==> config.mk <==
export PLATFORM = sky130hd
export DESIGN_NAME = clk_input_selector
export DESIGN_NICKNAME = d
export VERILOG_FILES = /design/src/rtl/clk_input_selector.sv
export SDC_FILE = /design/constraint.sdc
export NUM_CORES = 1
export LEC_CHECK = 0
export ABC_AREA = 1
export CAP_MARGIN = 10
export CORE_MARGIN = 1.5
export CORE_UTILIZATION = 39
export DETAILED_ROUTE_END_ITERATION = 8
export PLACE_DENSITY = 0.75
export SLEW_MARGIN = 20
export SYNTH_ARGS = -nofsm -noshare
export SYNTH_HDL_FRONTEND = slang
export SYNTH_SLANG_ARGS = --single-unit
==> constraint.sdc <==
create_clock -name clk -period 1.95 [get_ports clk]
set_input_delay 0.2925 -clock clk [delete_from_list [all_inputs] [get_ports clk]]
set_output_delay 0.2925 -clock clk [all_outputs]
set_load 0.05 [all_outputs]
==> src/rtl/clk_input_selector.sv <==
module clk_input_selector #(
  parameter int N_IN        = 4,
  parameter int DEFAULT_SEL = 0,
  localparam int IDX_W      = $clog2(N_IN)
) (
  input  logic                   clk,
  input  logic                   rst_n,
  input  logic                   auto_mode,
  input  logic                   pin_ctrl_en,
  input  logic [IDX_W-1:0]       sel_pins,
  input  logic                   host_wr_en,
  input  logic [IDX_W-1:0]       host_wr_sel,
  input  logic                   revert_en,
  input  logic [N_IN*IDX_W-1:0]  prio_list,
  input  logic [N_IN-1:0]        los,
  output logic [IDX_W-1:0]       sel_idx,
  output logic                   sel_valid,
  output logic                   switch_pulse
);

  logic [IDX_W-1:0] sel_q, host_q, best, nxt;
  logic             found;

  always_comb begin
    best  = sel_q;
    found = 1'b0;
    for (int s = N_IN-1; s >= 0; s--) begin
      if (!los[prio_list[s*IDX_W +: IDX_W]]) begin
        best  = prio_list[s*IDX_W +: IDX_W];
        found = 1'b1;
      end
    end
  end

  always_comb begin
    if (!auto_mode)                nxt = pin_ctrl_en ? sel_pins : host_q;
    else if (!found)               nxt = sel_q;
    else if (los[sel_q] || revert_en) nxt = best;
    else                           nxt = sel_q;
  end

  always_ff @(posedge clk) begin
    if (!rst_n) begin
      sel_q        <= IDX_W'(DEFAULT_SEL);
      host_q       <= IDX_W'(DEFAULT_SEL);
      switch_pulse <= 1'b0;
    end else begin
      sel_q        <= nxt;
      switch_pulse <= (nxt != sel_q);
      if (host_wr_en && !pin_ctrl_en) host_q <= host_wr_sel;
    end
  end

  assign sel_idx   = sel_q;
  assign sel_valid = ~los[sel_q];

  AST_PIN_FOLLOW: assert property (@(posedge clk) disable iff (!rst_n)
    (!auto_mode && pin_ctrl_en) |=> (sel_idx == $past(sel_pins)));

  AST_HOST_BLOCKED: assert property (@(posedge clk) disable iff (!rst_n)
    pin_ctrl_en |=> $stable(host_q));

  AST_NONREVERT_HOLD: assert property (@(posedge clk) disable iff (!rst_n)
    (auto_mode && !revert_en && !los[sel_idx]) |=> $stable(sel_idx));

  AST_ALL_LOST_HOLD: assert property (@(posedge clk) disable iff (!rst_n)
    (auto_mode && (&los)) |=> $stable(sel_idx));

  AST_PULSE_ON_MOVE: assert property (@(posedge clk) disable iff (!rst_n)
    (sel_idx != $past(sel_idx)) |-> switch_pulse);

  AST_PULSE_ONLY_MOVE: assert property (@(posedge clk) disable iff (!rst_n)
    switch_pulse |-> (sel_idx != $past(sel_idx)));

endmodule

---- Word level (Yosys, flattened, before mapping) ----
Index checks and enable logic that the tools add are counted.
storage, ports and cells
  latch bits .............................. 0
  memory bits (writable) .................. 0
  memories kept ........................... 0
  logic and storage cells ................. 35
  memory bits (read-only) ................. 0
  output and inout port bits .............. 4
  flip-flop bits (word level) ............. 5
  input bits .............................. 22
cells by class
  multiplexer cells ....................... 22
  add/sub/neg operators ................... 0
  reductions and logical operators ........ 3
  equal/unequal tests ..................... 1
  $lt $le $gt $ge ......................... 5
  shift-type cells ........................ 0
  divide/modulo/power cells ............... 0
  bitwise logic cells ..................... 1
  multiply operators ...................... 0
operators with widths
  kind                                                                           number
  2-bit 2-to-1 mux                                                               8
  2-bit by 3-bit less-than comparator with 1-bit output (second input constant)  5
  1-bit binary-select mux with 2-bit select                                      5
  1-bit 2-to-1 mux                                                               9
  2-bit inequality test                                                          1
  1-bit logical AND                                                              1
  1-bit zero test                                                                1
  1-bit logical OR                                                               1
  1-bit NOT                                                                      1

---- Depth between registers and ports, before layout ----
Gate-level depths: netlist of run 1.
  word-level depth ........................ 10
  depth in mapped cells ................... 18
  mapped depth without buffers ............ 18

---- Worst setup path before layout of run 1 ----
No wires, ideal clock.
  kind .................................... reg-to-reg
  start point ............................. reg sel_q[0], in the netlist sel_idx[0]
  end point ............................... reg switch_pulse
  library setup time ...................... 0.113 ns
  buffers on the path ..................... 0
  period minus slack after synthesis ...... 2.258 ns
  cell stages (with the launch flop) ...... 12
  slack ................................... -0.308 ns
  required time ........................... 1.837 ns
  arrival ................................. 2.146 ns
  cell sequence ........................... dfxtp_1 o21ai_0 a21oi_2 nand2_1 nand2_2 a21oi_1 nand2_1 nand2_2 nand2_1 nand2_1 nor2_1 nor2_1
between the ends
  word-level cells in the longest chain between the ends .. 8
  elaborated cells on any way between the ends .. 11
  those cells by class .................... 1 x eq/ne; 9 x mux; 1 x reduce/logical
RTL lines
  what                            RTL line  RTL
  start, declared                 21        logic [IDX_W-1:0] sel_q, host_q, best, nxt;
  start signal, assigned          44        sel_q <= IDX_W'(DEFAULT_SEL);
  start signal, assigned          48        sel_q <= nxt;
  2-bit 2-to-1 mux (4 in series)  28        if (!los[prio_list[s*IDX_W +: IDX_W]]) begin
  2-bit 2-to-1 mux                38        else if (los[sel_q] || revert_en) nxt = best;
  2-bit 2-to-1 mux                37        else if (!found) nxt = sel_q;
  2-bit 2-to-1 mux                36        if (!auto_mode) nxt = pin_ctrl_en ? sel_pins : host_q;
  2-bit inequality test *         49        switch_pulse <= (nxt != sel_q);
  end signal, assigned            49
  end, declared                   18        output logic switch_pulse
Mark *: on every way between the ends. The rest lies on a longest branch, timed or not. The select of a mux whose other input is x is not followed.
A chain may end at the register's enable or synchronous reset.

---- Worst setup path after layout of run 1 ----
  start point ............................. in los[1]
  end point ............................... out sel_valid
between the ends
  word-level cells in the longest chain between the ends .. 3
RTL lines
  what                                       RTL line  RTL
  start, declared                            15        input logic [N_IN-1:0] los,
  1-bit binary-select mux with 2-bit select  55        assign sel_valid = ~los[sel_q];
  1-bit 2-to-1 mux (not written as such)     55
  1-bit NOT                                  55
  end, declared                              17        output logic sel_valid,
Every way passes these cells. The select of a mux whose other input is x is not followed.

==> out/summary.txt, run 1 <==
routability cong.: 0.8215
die area: 0.001629 sq mm
CTS Sinks: 5
CP Data Required Time: 1660 ps
final number of setup-violating endpoints: 0
top sig layer: met4
min Tclk post-route: 1830 ps
Clock Skews: 0.1021 ps
post-synthesis adder-cell area fraction: 0%
met3 routed WL: 105 um
Core Util, Final: 70.87%
post-synthesis sequential area ratio: 18.39%
Tcrit/Tclk final: 93.85%
Layout Area Growth over Synthesis: 69.43%
HPWL Detailed: 1238 um
critical path class: input port to output port
Post-Layout Inst Area: 922.1 sq um
final worst setup slack: 119.9 ps
Slew HR: 66.92%
CTS tree: done
via count: 764
Initial Util: 41.83%
Synth Flop Type: dfxtp_1
Syn Nets: 131
startpoint types: input port
antenna-violating nets left: 0
DIE HEIGHT: 40.36 um
WL/cell: 9.410 um
Hold Slack: 482.1 ps
synthesized area: 544.3 sq um
RSZ-0062 raised after global routing: false
outcome: completed
# fillers: 124
min-delay worst type: flip-flop to flip-flop
drt total wl: 1515 um
FMAX: 0.5464 GHz
cell with the most instances after synthesis: nand2_1
core area: 0.001301 sq mm
layout net count: 169
Clk pin slew, worst setup/hold paths: 40 ps
max_cap viols: 0
EDFF count, synth: 0
mux cell area share after synthesis: 0%
post-synthesis compound-gate area fraction: 14.48%
area of placed instances: 893.4 sq um
Seq cells post-synth: 5
Rows: 13
Hold Vio Cnt, Final: 0
power density over cell area: 548.8 mW/mm^2
initial DRC count: 14
combinational family with the most area after synthesis: simple AND/OR/NAND/NOR gates
initial antenna violation count: 0
# port buffers: 25
largest net degree at the start of global routing: 10
Lkg Pwr: 0.4938 nW
Synth Area in Simple Gates: 56.09%
Peak VDD IR: 0.3770 mV
Bufs on Longest Clock Path: 2
Yosys cell types: 14
most common library cells after synthesis: nand2_1, nor2_1, inv_1
global-route wire length before repair: 2194 um
Final TNS setup: 0 ps
Placement Setup Slack: -118.5 ps
boundary pin count: 26
Synth area leader: nand2_1
vias in the first global route: 625
share of cells above drive strength 1: 16.44%
Global Route Usage Sum: 20.27%
Ant. Diodes: 0
yosys warns: 0
clock buffer count from CTS: 3
clk root buf: clkbuf_4
met1 wire length: 633 um
CP Data Arrival Time: 1540 ps
Via density: 4.745
Seq. cell area: 102.6 sq um
clk_lat worst skew: 250 ps
Area contributors post-synth: nand2_1, dfxtp_1, nor2_1, inv_1, a21oi_1
Die X: 40.36 um
actual slew at the worst max-slew pin: 494.7 ps
footprint of the multi-input gates: 391.6 sq um
Final Max Slew Viols: 0
post-synth top area share: 31.72%
grt ovf: 0
DRT Pass-1 Iters: 4
crit end category: output port
asr flop ratio synth: 0%
mean post-synth cell area: 4.993 sq um
synthesized instance count: 109
post-synthesis xor/xnor area fraction: 0%
met2 WL: 751 um
DRC viols: 0
H-Tree Level Count: 1
CP Max Fanout: 5
state kept, by name, indices dropped and copies added, names as in the netlist:
signal	flops
switch_pulse	1
host_q	2
sel_idx	2
stage by stage:
step / total power [mW] / cells
after detailed placement: 0.3808 / 157
after floorplan: 0.2604 / 109
after global routing: 0.5476 / 161
after global placement: 0.3767 / 157
final: 0.5061 / 161
after CTS: 0.5166 / 161
logic make-up (layout without fill, tap and decap cells):
logic type,Yosys count,after routing
simple gates,73,73
buf+inv,16,53
compound gates,15,15
flops,5,5
worst max-delay path, stage by stage:
cell             delay [ps]
clkdlybuf4s50_1         520
nand2_1                 110
o21ai_0                  80
buf_4                   150
a21oi_4                 130
buf_4                   130
buf_12                  120
worst paths after layout:
check / startpoint / to / slack [ps] / cells past startpoint
max: los[1] / sel_valid / 120 / 7
min: host_q[1] / host_q[1] / 480 / 2
max reg2reg: sel_idx[0] / switch_pulse / 380 / 13
min reg2reg: host_q[1] / host_q[1] / 480 / 2
repair_timing:
| item | in CTS | in global routing |
|---|---|---|
| hold buffers | 0 | 0 |
| setup buffers | 0 | 0 |
| resized for setup | 0 | 1 |
| endpoints found under the setup margin | 0 | 1 |
power breakdown:
part	switching (mW)	internal (mW)	total (mW)	leakage, nW
logic	0.132	0.124	0.256	0.437
clock network	0.0492	0.0778	0.127	0.0150
registers	0.0101	0.113	0.123	0.0421
metal layers:
metal / vias to the layer above / GRT usage [%]
li1: 408 / -
met1: 322 / 20.86
met2: 32 / 38.49
met3: 2 / 5.000
met4: 0 / 7.500
met5: - / 0
final cells by class:
cell class / instances / share of cell area, %
clock buffers: 4 / 2.849
inverters: 16 / 6.513
multi-input cells: 88 / 42.47
flip-flops and latches: 5 / 11.13
well taps: 15 / 2.035
repair buffers: 33 / 35.01
layout by cell type, fill, tap and decap left out, types with 4 or more instances in the layout:
| master | instances |
|---|---|
| inv_1 | 13 |
| nor2_1 | 16 |
| nand3_1 | 4 |
| clkdlybuf4s50_1 | 23 |
| buf_4 | 8 |
| a21oi_1 | 7 |
| nand2_1 | 46 |
| o21ai_0 | 5 |
Power figures use the tool's default switching activity.
==> inputs of run 2 (changes only) <==
==> constraint.sdc (replaced) <==
create_clock -name clk -period 1.9 [get_ports clk]
set_input_delay 0.285 -clock clk [delete_from_list [all_inputs] [get_ports clk]]
set_output_delay 0.285 -clock clk [all_outputs]
set_load 0.05 [all_outputs]
==> out/summary.txt, run 2 (synthesis gave the netlist of run 1 again) <==
routability cong.: 0.8242
most frequent cells in the layout: nand2_1, clkdlybuf4s50_1, nor2_1
clock group share of total power: 23.3%
Post-Layout Inst Area: 955.9 sq um
DRC viols: 0
max_cap viols: 0
Core Util, Final: 73.46%
CTS tree: done
largest net degree at the start of global routing: 10
HPWL Detailed: 1213 um
Layout Area Growth over Synthesis: 75.63%
CP max-delay cell: clkdlybuf4s50_1
Seq pwr share: 24.5%
share of cells above drive strength 1: 20.55%
non-filler cells in the finished layout: 161
Psw: 0.1946 mW
final number of setup-violating endpoints: 0
vias in the first global route: 601
initial DRC count: 14
CP Data Arrival Time: 1910 ps
Crit path buffers/inverters: 2
CP Max Fanout: 4
core area: 0.001301 sq mm
Sw Share: 37.63%
global-route wire length before repair: 2228 um
critical path class: input port to flip-flop
combinational fraction of design power: 52.2%
placed cells: 157
Initial Util: 41.83%
WL/cell: 9.621 um
# port buffers: 25
actual slew at the worst max-slew pin: 495.7 ps
CTS resizes: 0
layout net count: 169
outcome: completed
via count: 755
Top delay family on crit path: simple AND/OR/NAND/NOR gates
Tcrit/Tclk final: 93.74%
Ant. Diodes: 0
Final Max Slew Viols: 0
setup bufs post-CTS: 0
DIE HEIGHT: 40.36 um
Clk pin slew, worst setup/hold paths: 40 ps
antenna-violating nets left: 0
startpoint types: input port
CP Data Required Time: 2030 ps
max incr delay on CP: 500 ps
clock buffer count from CTS: 3
Global Route Usage Sum: 20.16%
area of placed instances: 893.4 sq um
drt total wl: 1549 um
Clock Skews: 3.345 ps
Slew HR: 66.85%
FMAX: 0.5614 GHz
DRT Pass-1 Iters: 4
initial antenna violation count: 0
CTS Sinks: 5
Int Power: 0.3226 mW
CP dominant cell by count: nand2_1
clk_lat worst skew: 240 ps
Die X: 40.36 um
Via density: 4.689
Hold Vio Cnt, Final: 0
hold buffers post-CTS: 0
crit end category: flip-flop
Lkg Pwr: 0.5502 nW
clk root buf: clkbuf_4
CP Cell Sequence: clkdlybuf4s50_1 -> inv_1 -> nand2_1 -> nand3_2 -> nand2_4 -> nor2_2 -> nand2_1 -> nand2_2 -> nor2_2 -> nand2_1 -> nand2_1 -> nand2_2 -> nand2_1 -> nand2_1 -> nor2_1 -> nor2_1
boundary pin count: 26
power density over cell area: 541.0 mW/mm^2
total power: 0.5172 mW
min Tclk post-route: 1781 ps
commonest non-fill, non-tap cell in the layout: nand2_1
min-delay worst type: flip-flop to flip-flop
Peak VDD IR: 0.5263 mV
H-Tree Level Count: 1
die area: 0.001629 sq mm
Bufs on Longest Clock Path: 2
Rows: 13
grt ovf: 0
## run 2: changes by cell type in the layout (fill, tap and decap cells not counted), moves of 2 or more
cell             change
nand2_1              -2
dlymetal6s2s_1       +6
nor2_1               -2
o21ai_0              -3
clkdlybuf4s50_1      -6
o21ai_1              +3
nor2_2               +2
## run 2: power by group through the flow
stage	logic [mW]	clock network (mW)	registers, mW
global placement	0.258	0	0.128
detailed placement	0.262	0	0.128
finish	0.270	0.121	0.127
floorplan	0.117	0	0.150
global route	0.295	0.138	0.128
CTS	0.263	0.125	0.126
## run 2: path summary, 6_finish.rpt
path	to	depth (start not counted)	start	slack [ps]
worst max-delay path	switch_pulse	16	prio_list[4]	120
worst min-delay path	host_q[1]	2	host_q[1]	480
worst max register to register	switch_pulse	13	sel_idx[0]	310
worst min register to register	host_q[1]	2	host_q[1]	480
## run 2: per-layer routing
layer / vias up / track usage [%] / wire (um)
met1: 324 / 23.51 / 683
met4: 0 / 0 / 0
met2: 22 / 37.30 / 784
met3: 0 / 6.667 / 81
li1: 409 / - / -
met5: - / 0 / 0
## run 2: stage by stage
step | hold slack (ps) | setup TNS (ps) | setup WS, ps
after floorplan | 420.7 | 0 | 31.82
after global placement | 479.6 | -164.7 | -91.66
after detailed placement | 475.2 | -309.6 | -158.4
after CTS | 486.2 | 0 | 61.46
after global routing | 506.1 | -15.61 | -15.61
final | 481.8 | 0 | 118.9
## run 2: final cells by class
class,instances,area (sq um)
Tap cell,15,18.77
Inverter,16,60.06
Sequential cell,5,102.6
Clock buffer,4,26.28
Fill cell,118,345.3
Multi-Input combinational cell,88,410.4
Timing Repair Buffer,33,337.8
## run 2: tightest hold or removal path, delay by kind of cell (launching register included)
family,cells,cell delay [ps]
DFF,1,320
and+or+nand+nor,2,130
